**config.mk**
```make
export PLATFORM = sky130hd
export DESIGN_NAME = ewb_serializer
export DESIGN_NICKNAME = d
export VERILOG_FILES = /design/src/rtl/ewb_pkg.sv /design/src/rtl/ewb_frame_build.sv /design/src/rtl/ewb_frame_seq.sv /design/src/rtl/ewb_line_drv.sv /design/src/rtl/ewb_serializer.sv
export SDC_FILE = /design/constraint.sdc
export NUM_CORES = 1
export LEC_CHECK = 0
export BUFFER_PORTS_ARGS = -buffer_cell sky130_fd_sc_hd__buf_2
export CORE_MARGIN = 4
export CORE_UTILIZATION = 40
export DETAILED_ROUTE_END_ITERATION = 12
export MAX_ROUTING_LAYER = met4
export SYNTH_ARGS = -nofsm -noshare
export SYNTH_HDL_FRONTEND = slang
export SYNTH_SLANG_ARGS = --single-unit
```
**constraint.sdc**
```tcl
create_clock -name clk -period 3.2 [get_ports clk]
set_input_delay 0.64 -clock clk [delete_from_list [all_inputs] [get_ports clk]]
set_output_delay 0.64 -clock clk [all_outputs]
set_load 0.05 [all_outputs]
```
**src/rtl/ewb_pkg.sv**
```systemverilog
package ewb_pkg;

  localparam int unsigned EWB_PAYLOAD_W = 24;
  localparam int unsigned EWB_EXTRA_BITS = 2;

  typedef struct packed {
    logic clk;
    logic dat;
    logic oe;
  } ser_line_t;

  // Level of the bit clock inside a frame: low half of each bit time,
  // except the final bit time whose low half is suppressed.
  function automatic logic clk_level(input logic second_half,
                                     input logic final_bit);
    return second_half | final_bit;
  endfunction

endpackage

```
**src/rtl/ewb_frame_build.sv**
```systemverilog
module ewb_frame_build #(
  parameter int unsigned PAYLOAD_W = ewb_pkg::EWB_PAYLOAD_W,
  localparam int unsigned FRAME_BITS = PAYLOAD_W + ewb_pkg::EWB_EXTRA_BITS
) (
  input  logic [PAYLOAD_W-1:0]  payload,
  output logic [FRAME_BITS-1:0] frame
);

  function automatic logic [FRAME_BITS-1:0] add_boundary(
      input logic [PAYLOAD_W-1:0] w);
    logic top_bit;
    top_bit = w[PAYLOAD_W-1];
    return {top_bit, ~top_bit, w};
  endfunction

  assign frame = add_boundary(payload);

endmodule

```
**src/rtl/ewb_frame_seq.sv**
```systemverilog
module ewb_frame_seq #(
  parameter int unsigned FRAME_BITS = 26,
  localparam int unsigned CYCLES = 2 * FRAME_BITS,
  localparam int unsigned CYC_W = $clog2(CYCLES),
  localparam logic [CYC_W-1:0] LAST_CYC = CYC_W'(CYCLES - 1)
) (
  input  logic             clk,
  input  logic             rst_n,
  input  logic             en,
  input  logic             pd,
  input  logic             load,
  output logic             ready,
  output logic             active,
  output logic [CYC_W-1:0] cyc,
  output logic             last_cyc
);

  assign last_cyc = active && (cyc == LAST_CYC);
  assign ready    = en && !pd && (!active || last_cyc);

  always_ff @(posedge clk or negedge rst_n) begin
    if (!rst_n) begin
      active <= 1'b0;
      cyc    <= '0;
    end else if (pd) begin
      active <= 1'b0;
      cyc    <= '0;
    end else if (load) begin
      active <= 1'b1;
      cyc    <= '0;
    end else if (active) begin
      if (last_cyc) begin
        active <= 1'b0;
        cyc    <= '0;
      end else begin
        cyc <= cyc + 1'b1;
      end
    end
  end

endmodule

```
**src/rtl/ewb_line_drv.sv**
```systemverilog
module ewb_line_drv #(
  parameter int unsigned FRAME_BITS = 26,
  localparam int unsigned CYC_W = $clog2(2 * FRAME_BITS),
  localparam int unsigned BIT_W = CYC_W - 1
) (
  input  logic                  pd,
  input  logic                  active,
  input  logic [CYC_W-1:0]      cyc,
  input  logic [FRAME_BITS-1:0] frame_q,
  input  logic                  idle_dat,
  output logic                  final_bit,
  output ewb_pkg::ser_line_t    line
);

  logic [BIT_W-1:0] bit_idx;
  logic             second_half;

  assign bit_idx     = cyc[CYC_W-1:1];
  assign second_half = cyc[0];
  assign final_bit   = active && (bit_idx == BIT_W'(FRAME_BITS - 1));

  always_comb begin
    if (pd) begin
      line = '{clk: 1'b0, dat: 1'b0, oe: 1'b0};
    end else if (active) begin
      line.clk = ewb_pkg::clk_level(second_half, final_bit);
      line.dat = frame_q[bit_idx];
      line.oe  = 1'b1;
    end else begin
      line = '{clk: 1'b1, dat: idle_dat, oe: 1'b1};
    end
  end

endmodule

```
**src/rtl/ewb_serializer.sv**
```systemverilog
module ewb_serializer #(
  parameter int unsigned PAYLOAD_W = ewb_pkg::EWB_PAYLOAD_W,
  localparam int unsigned FRAME_BITS = PAYLOAD_W + ewb_pkg::EWB_EXTRA_BITS,
  localparam int unsigned CYC_W = $clog2(2 * FRAME_BITS)
) (
  input  logic                 clk,
  input  logic                 rst_n,
  input  logic                 en,
  input  logic                 pd,
  input  logic                 in_valid,
  output logic                 in_ready,
  input  logic [PAYLOAD_W-1:0] in_data,
  output logic                 ser_clk,
  output logic                 ser_dat,
  output logic                 ser_oe
);

  logic                  accept;
  logic                  active;
  logic [CYC_W-1:0]      cyc;
  logic                  frame_last;
  logic                  final_bit;
  logic [FRAME_BITS-1:0] frame_d;
  logic [FRAME_BITS-1:0] frame_q;
  logic                  idle_dat;
  ewb_pkg::ser_line_t    line;

  assign accept = in_valid && in_ready;

  ewb_frame_build #(.PAYLOAD_W(PAYLOAD_W)) u_build (
    .payload (in_data),
    .frame   (frame_d)
  );

  ewb_frame_seq #(.FRAME_BITS(FRAME_BITS)) u_seq (
    .clk      (clk),
    .rst_n    (rst_n),
    .en       (en),
    .pd       (pd),
    .load     (accept),
    .ready    (in_ready),
    .active   (active),
    .cyc      (cyc),
    .last_cyc (frame_last)
  );

  always_ff @(posedge clk or negedge rst_n) begin
    if (!rst_n) begin
      frame_q <= '0;
    end else if (accept) begin
      frame_q <= frame_d;
    end
  end

  always_ff @(posedge clk or negedge rst_n) begin
    if (!rst_n) begin
      idle_dat <= 1'b0;
    end else if (pd) begin
      idle_dat <= 1'b0;
    end else if (frame_last) begin
      idle_dat <= frame_q[FRAME_BITS-1];
    end
  end

  ewb_line_drv #(.FRAME_BITS(FRAME_BITS)) u_drv (
    .pd        (pd),
    .active    (active),
    .cyc       (cyc),
    .frame_q   (frame_q),
    .idle_dat  (idle_dat),
    .final_bit (final_bit),
    .line      (line)
  );

  assign ser_clk = line.clk;
  assign ser_dat = line.dat;
  assign ser_oe  = line.oe;

endmodule

```
# Word-level counts from Yosys, hierarchy flattened
# Index checks and enable logic that the tools add are counted.
[word_totals]
out_inout_bits = 4
register_bits = 34
word_cells = 34
[op_classes]
order_cmp = 1
n_reduce_logical = 10
n_addsub = 1
eq_ne = 2
n_bitwise = 2
muxes = 14
[op_table]
columns = ["operator", "n"]
rows = [
  ["two-way mux 6 bit", 4],
  ["two-way mux 1 bit", 7],
  ["adder 6 x 1 -> 6 bit (second input constant)", 1],
  ["== test 6 bit (second input constant)", 1],
  ["less-than comparator 5 x 6 -> 1 bit (second input constant)", 1],
  ["two-way mux 3 bit", 2],
  ["binary-select mux 1 bit (select 5 bit)", 1],
  ["== test 5 bit (second input constant)", 1],
  ["logical AND 1 bit", 5],
  ["nonzero test 3 bit", 1],
  ["logical NOT 1 bit", 2],
  ["nonzero test 2 bit", 1],
  ["logical OR 1 bit", 1],
  ["NOT 1 bit", 1],
  ["OR 1 bit", 1],
]

# Logic depth before layout (Yosys ltp)
[logic_depth]
word_depth = 7
ltp_mapped = 7
depth_no_buf = 5

# Modules after synthesis
# A second synthesis with hierarchy kept.
[hier_totals]
hier_cells = 161
hier_area_um2 = 2016.9
[by_module_without_submodules]
columns = ["module", "cells_each", "n_inst", "seq_area_each_um2", "area_per_inst_um2"]
rows = [
  ["ewb_serializer", 59, 1, 675.6, 1091.0],
  ["ewb_frame_seq", 45, 1, 175.2, 419.2],
  ["ewb_line_drv", 31, 1, 0.0, 315.3],
  ["ewb_frame_build", 26, 1, 0.0, 191.4],
]

# Worst setup path after synthesis
# No wires, ideal clock.
[synth_timing]
kind = "input -> output"
start = "input pd"
end = "output ser_dat"
path_stages = 3
path_slack_ns = -0.343
arrival_ns = 2.903
path_cell_list = "clkbuf_1 o21bai_1 o311ai_0"
[synth_between]
elab_chain_cells = 1
[synth_lines]
columns = ["item", "line", "text"]
rows = [
  ["from (decl)", "ewb_serializer.sv:9", "input logic pd,"],
  ["two-way mux 3 bit", "ewb_line_drv.sv:23", "if (pd) begin"],
  ["to (decl)", "ewb_serializer.sv:14", "output logic ser_dat,"],
]
# No other way between the ends.

# Worst setup path after layout
[layout_timing]
start = "register u_seq.cyc[3]"
end = "output ser_dat"
[layout_between]
elab_chain_cells = 4
[layout_lines]
columns = ["item", "line", "text"]
rows = [
  ["from (decl)", "ewb_frame_seq.sv:14", "output logic [CYC_W-1:0] cyc,"],
  ["from (signal assigned)", "ewb_frame_seq.sv:36", "cyc <= cyc + 1'b1;"],
  ["binary-select mux 1 bit (select 5 bit)", "ewb_line_drv.sv:27", "line.dat = frame_q[bit_idx];"],
  ["two-way mux 1 bit (implied by the code)", "ewb_line_drv.sv:27", ""],
  ["two-way mux 3 bit", "ewb_line_drv.sv:25", "end else if (active) begin"],
  ["two-way mux 3 bit", "ewb_line_drv.sv:23", ""],
]
# No other way between the ends. The select of a mux whose other input is x is not followed.

==> metrics.md <==
| Metric | Value |
|---|---|
| Avg Synthesized Cell Area | `13.7 um^2` |
| Power per unit of standard cell area | `510 nW/um^2` |
| Vias in the first global route | `1241` |
| #FFs+latches synth | `33` |
| Crit Path Class | `register to output pin` |
| Total nets after synthesis | `162` |
| Total clock sinks | `33` |
| Final design instance area without fill | `2050 um^2` |
| Leading cell types by count after synthesis | `sky130_fd_sc_hd__dfrtp_1 (33), sky130_fd_sc_hd__mux2_4 (19), sky130_fd_sc_hd__mux2_2 (8)` |
| Leakage dissipation | `0.906 nW` |
| Buffer type at the clock tree root | `sky130_fd_sc_hd__clkbuf_8` |
| Number of hold buffers added after cts | `0` |
| Number of standard-cell rows in the floorplan | `24` |
| Number of pins exceeding their max-slew limit in the final report | `0` |
| Max Fclk | `338 MHz` |
| Terminus of the critical flop-to-flop path | `frame_q[21]` |
| GP Congestion | `0.783` |
| Total overflow reported by the global router | `0` |
| FILL cells | `391` |
| Count of flip-flops with a built-in enable after synthesis | `0` |
| Area of the mapped netlist | `1800 um^2` |
| FF-to-FF path depth | `6` |
| WHS | `0.417 ns` |
| Initial Utilization | `41.4%` |
| Max Root-Sink Buffers | `2` |
| Final total power | `0.00105 W` |
| Final routed wire length divided by cell count | `15.6 um` |
| Initial antenna violation count | `0` |
| Tot GR Track Use | `14.5%` |
| CTS clk-pin slew, worst paths | `0.07 ns` |
| H-tree Lvls | `2` |
| Category of the worst setup path launch point | `register` |
| Critical path arrival | `2.32 ns` |
| Share of the cycle needed by the critical path after routing | `92.5%` |
| Number of vias in the routed layout | `1134` |
| Instance area at placement | `1960 um^2` |
| Top cells by area in the synthesized netlist | `sky130_fd_sc_hd__dfrtp_1 (46%), sky130_fd_sc_hd__mux2_4 (16%), sky130_fd_sc_hd__mux2_2 (5.0%), sky130_fd_sc_hd__mux4_2 (3.7%), sky130_fd_sc_hd__mux4_1 (2.9%)` |
| Number of setup violations in the final report | `0` |
| Number of standard cells after synthesis | `132` |
| Largest net degree at the start of global routing | `34` |
| Critical Path End Type | `output pin` |
| Sequential fraction of the synthesis area | `45.8%` |
| Number of buffers inserted to repair setup after CTS | `0` |
| Area added between synthesis and finish | `13.7%` |
| Fin crit period | `2.96 ns` |
| Count of boundary I/O pins | `33` |
| Number of vias per cell | `5.25` |
| Cell type with the highest aggregate area in the netlist | `sky130_fd_sc_hd__dfrtp_1` |
| Largest vdd supply drop | `296 uV` |
| Classification of the worst-slack hold path | `primary input to async pin` |
| Placeable core region | `4350 um^2` |
| Top-area cell type share of the netlist area | `45.8%` |
| Setup slack of the most critical reg-to-reg path | `0.88 ns` |
| Required arrival time at the worst endpoint | `2.56 ns` |
| Port bufs | `32` |
| Share of post-route cells with drive strength above 1 | `44.5%` |
| Unrepaired setup endpoints after global routing | `false` |
| Nets | `194` |
| Worst-skew pair later-pin latency | `0.28 ns` |
| Drc violations | `0` |
| Number of hold-slack violations in the final timing report | `0` |
| Most common cell in the synthesized netlist | `sky130_fd_sc_hd__dfrtp_1` |
| Distinct cells, synth | `38` |
| Startpoint of the most critical register-to-register path | `u_seq.cyc[1]` |
| Fraction of synthesis flops using an asynchronous set or reset pin | `100%` |
| Primary flip-flop cell chosen by synthesis mapping | `sky130_fd_sc_hd__dfrtp_1` |
| Post-cts sizing count | `0` |
| Sum of negative setup slack | `0 ns` |
| Run status | `complete, no violations` |
| Starting DRT DRC Count | `126` |
| Relative slew margins | `50.7%` |
| Total clock buffers created by CTS | `5` |
| Antenna Nets Post-Route | `0` |
| Post-Route Skew | `0.00703 ns` |
| CTS tree | `done` |
| Transition at the pin with the smallest max-transition slack | `0.740 ns` |
| Antenna cells | `0` |
| Drt pass-1 iters | `4` |
| X dimension of the die | `75.1 um` |
| Half-perimeter wire length after placement | `2470 um` |
| Wire length of the first global-routing pass | `5840 um` |
| Max-cap violations | `0` |
| Warnings, synthesis | `0` |
| Die Span Y | `75.1 um` |
| WL final | `3380 um` |
| Largest fanout of any net on the critical path | `14` |
| Die Area | `5650 um^2` |
==> worst max-delay path, stage by stage (launching register included) <==
cell and delay, ns:
sky130_fd_sc_hd__dfrtp_1 0.61, sky130_fd_sc_hd__mux4_1 0.61, sky130_fd_sc_hd__mux2_2 0.27, sky130_fd_sc_hd__a22oi_1 0.16
sky130_fd_sc_hd__o311ai_1 0.15, sky130_fd_sc_hd__buf_2 0.24
==> final cells by class <==
class,instances,area [um^2],share of cell area (%)
flip-flops and latches,33,826,40.3
multi-input cells,87,887,43.3
well taps,52,65.1,3.17
repair buffers,34,175,8.54
inverters,3,11.3,0.549
clock buffers,7,86.3,4.21
==> power breakdown <==
group,internal (W),switching [W]
Clock,0.000170,0.000138
Combinational,0.000133,0.0000709
Sequential,0.000489,0.0000441
Total,0.000793,0.000254
==> registers in the layout, summed over array words and instances (netlist names) <==
register and cells:
u_seq.cyc 6, frame_q 25, u_seq.active 1, idle_dat 1
==> per-stage QoR <==
step / instances / setup WS (ns) / util (%)
after floorplan: 132 / 0.251 / -
after global placement: 209 / 0.599 / 45.1
after detailed placement: 209 / 0.546 / 45.1
after CTS: 216 / 0.221 / 47.1
after global routing: 216 / 0.0787 / 47.1
final: 216 / 0.239 / 47.1
==> cells by family (layout without fill, tap and decap cells) <==
| kind of cell | Yosys count | in the layout | synth area share (%) |
|---|---|---|---|
| AOI/OAI and AO/OA | 21 | 21 | 8.12 |
| adders and majority gates | 1 | 1 | 0.694 |
| buffers and inverters | 12 | 44 | 5.00 |
| DFF | 33 | 33 | 45.8 |
| muxes | 37 | 37 | 30.3 |
| and+or+nand+nor | 28 | 28 | 10.1 |
==> layout by cell type (no fill, tap or decap), types with 2 or more instances in the layout <==
master,instances
sky130_fd_sc_hd__nor3b_1,4
sky130_fd_sc_hd__clkbuf_8,6
sky130_fd_sc_hd__buf_2,32
sky130_fd_sc_hd__mux2_4,19
sky130_fd_sc_hd__nor2_1,5
sky130_fd_sc_hd__dfrtp_1,33
sky130_fd_sc_hd__mux2_2,8
sky130_fd_sc_hd__buf_4,2
sky130_fd_sc_hd__inv_1,3
sky130_fd_sc_hd__o21ai_0,4
sky130_fd_sc_hd__or3_1,2
sky130_fd_sc_hd__a22oi_1,2
sky130_fd_sc_hd__mux4_1,2
sky130_fd_sc_hd__mux4_2,3
sky130_fd_sc_hd__nand2_1,4
sky130_fd_sc_hd__mux2i_1,5
sky130_fd_sc_hd__nand3_1,4
sky130_fd_sc_hd__a21oi_1,6
sky130_fd_sc_hd__nor3_1,2
==> worst max path at each step <==
stage	end	from	slack, ns
after detailed placement	ser_dat	u_seq.cyc[3]	0.55
after global placement	ser_dat	u_seq.cyc[3]	0.60
after global routing	ser_dat	u_seq.cyc[3]	0.08
final	ser_dat	u_seq.cyc[3]	0.24
after CTS	ser_dat	u_seq.cyc[3]	0.22
after floorplan	ser_dat	pd	0.25
==> layer usage <==
layer  global-route usage, %  routed length [um]
met1                    18.6                1550
met2                    21.8                1610
met3                    4.01                 163
met4                    5.83                  65
met5                       -                   0
Note: power is estimated with default switching activity, not from simulation.
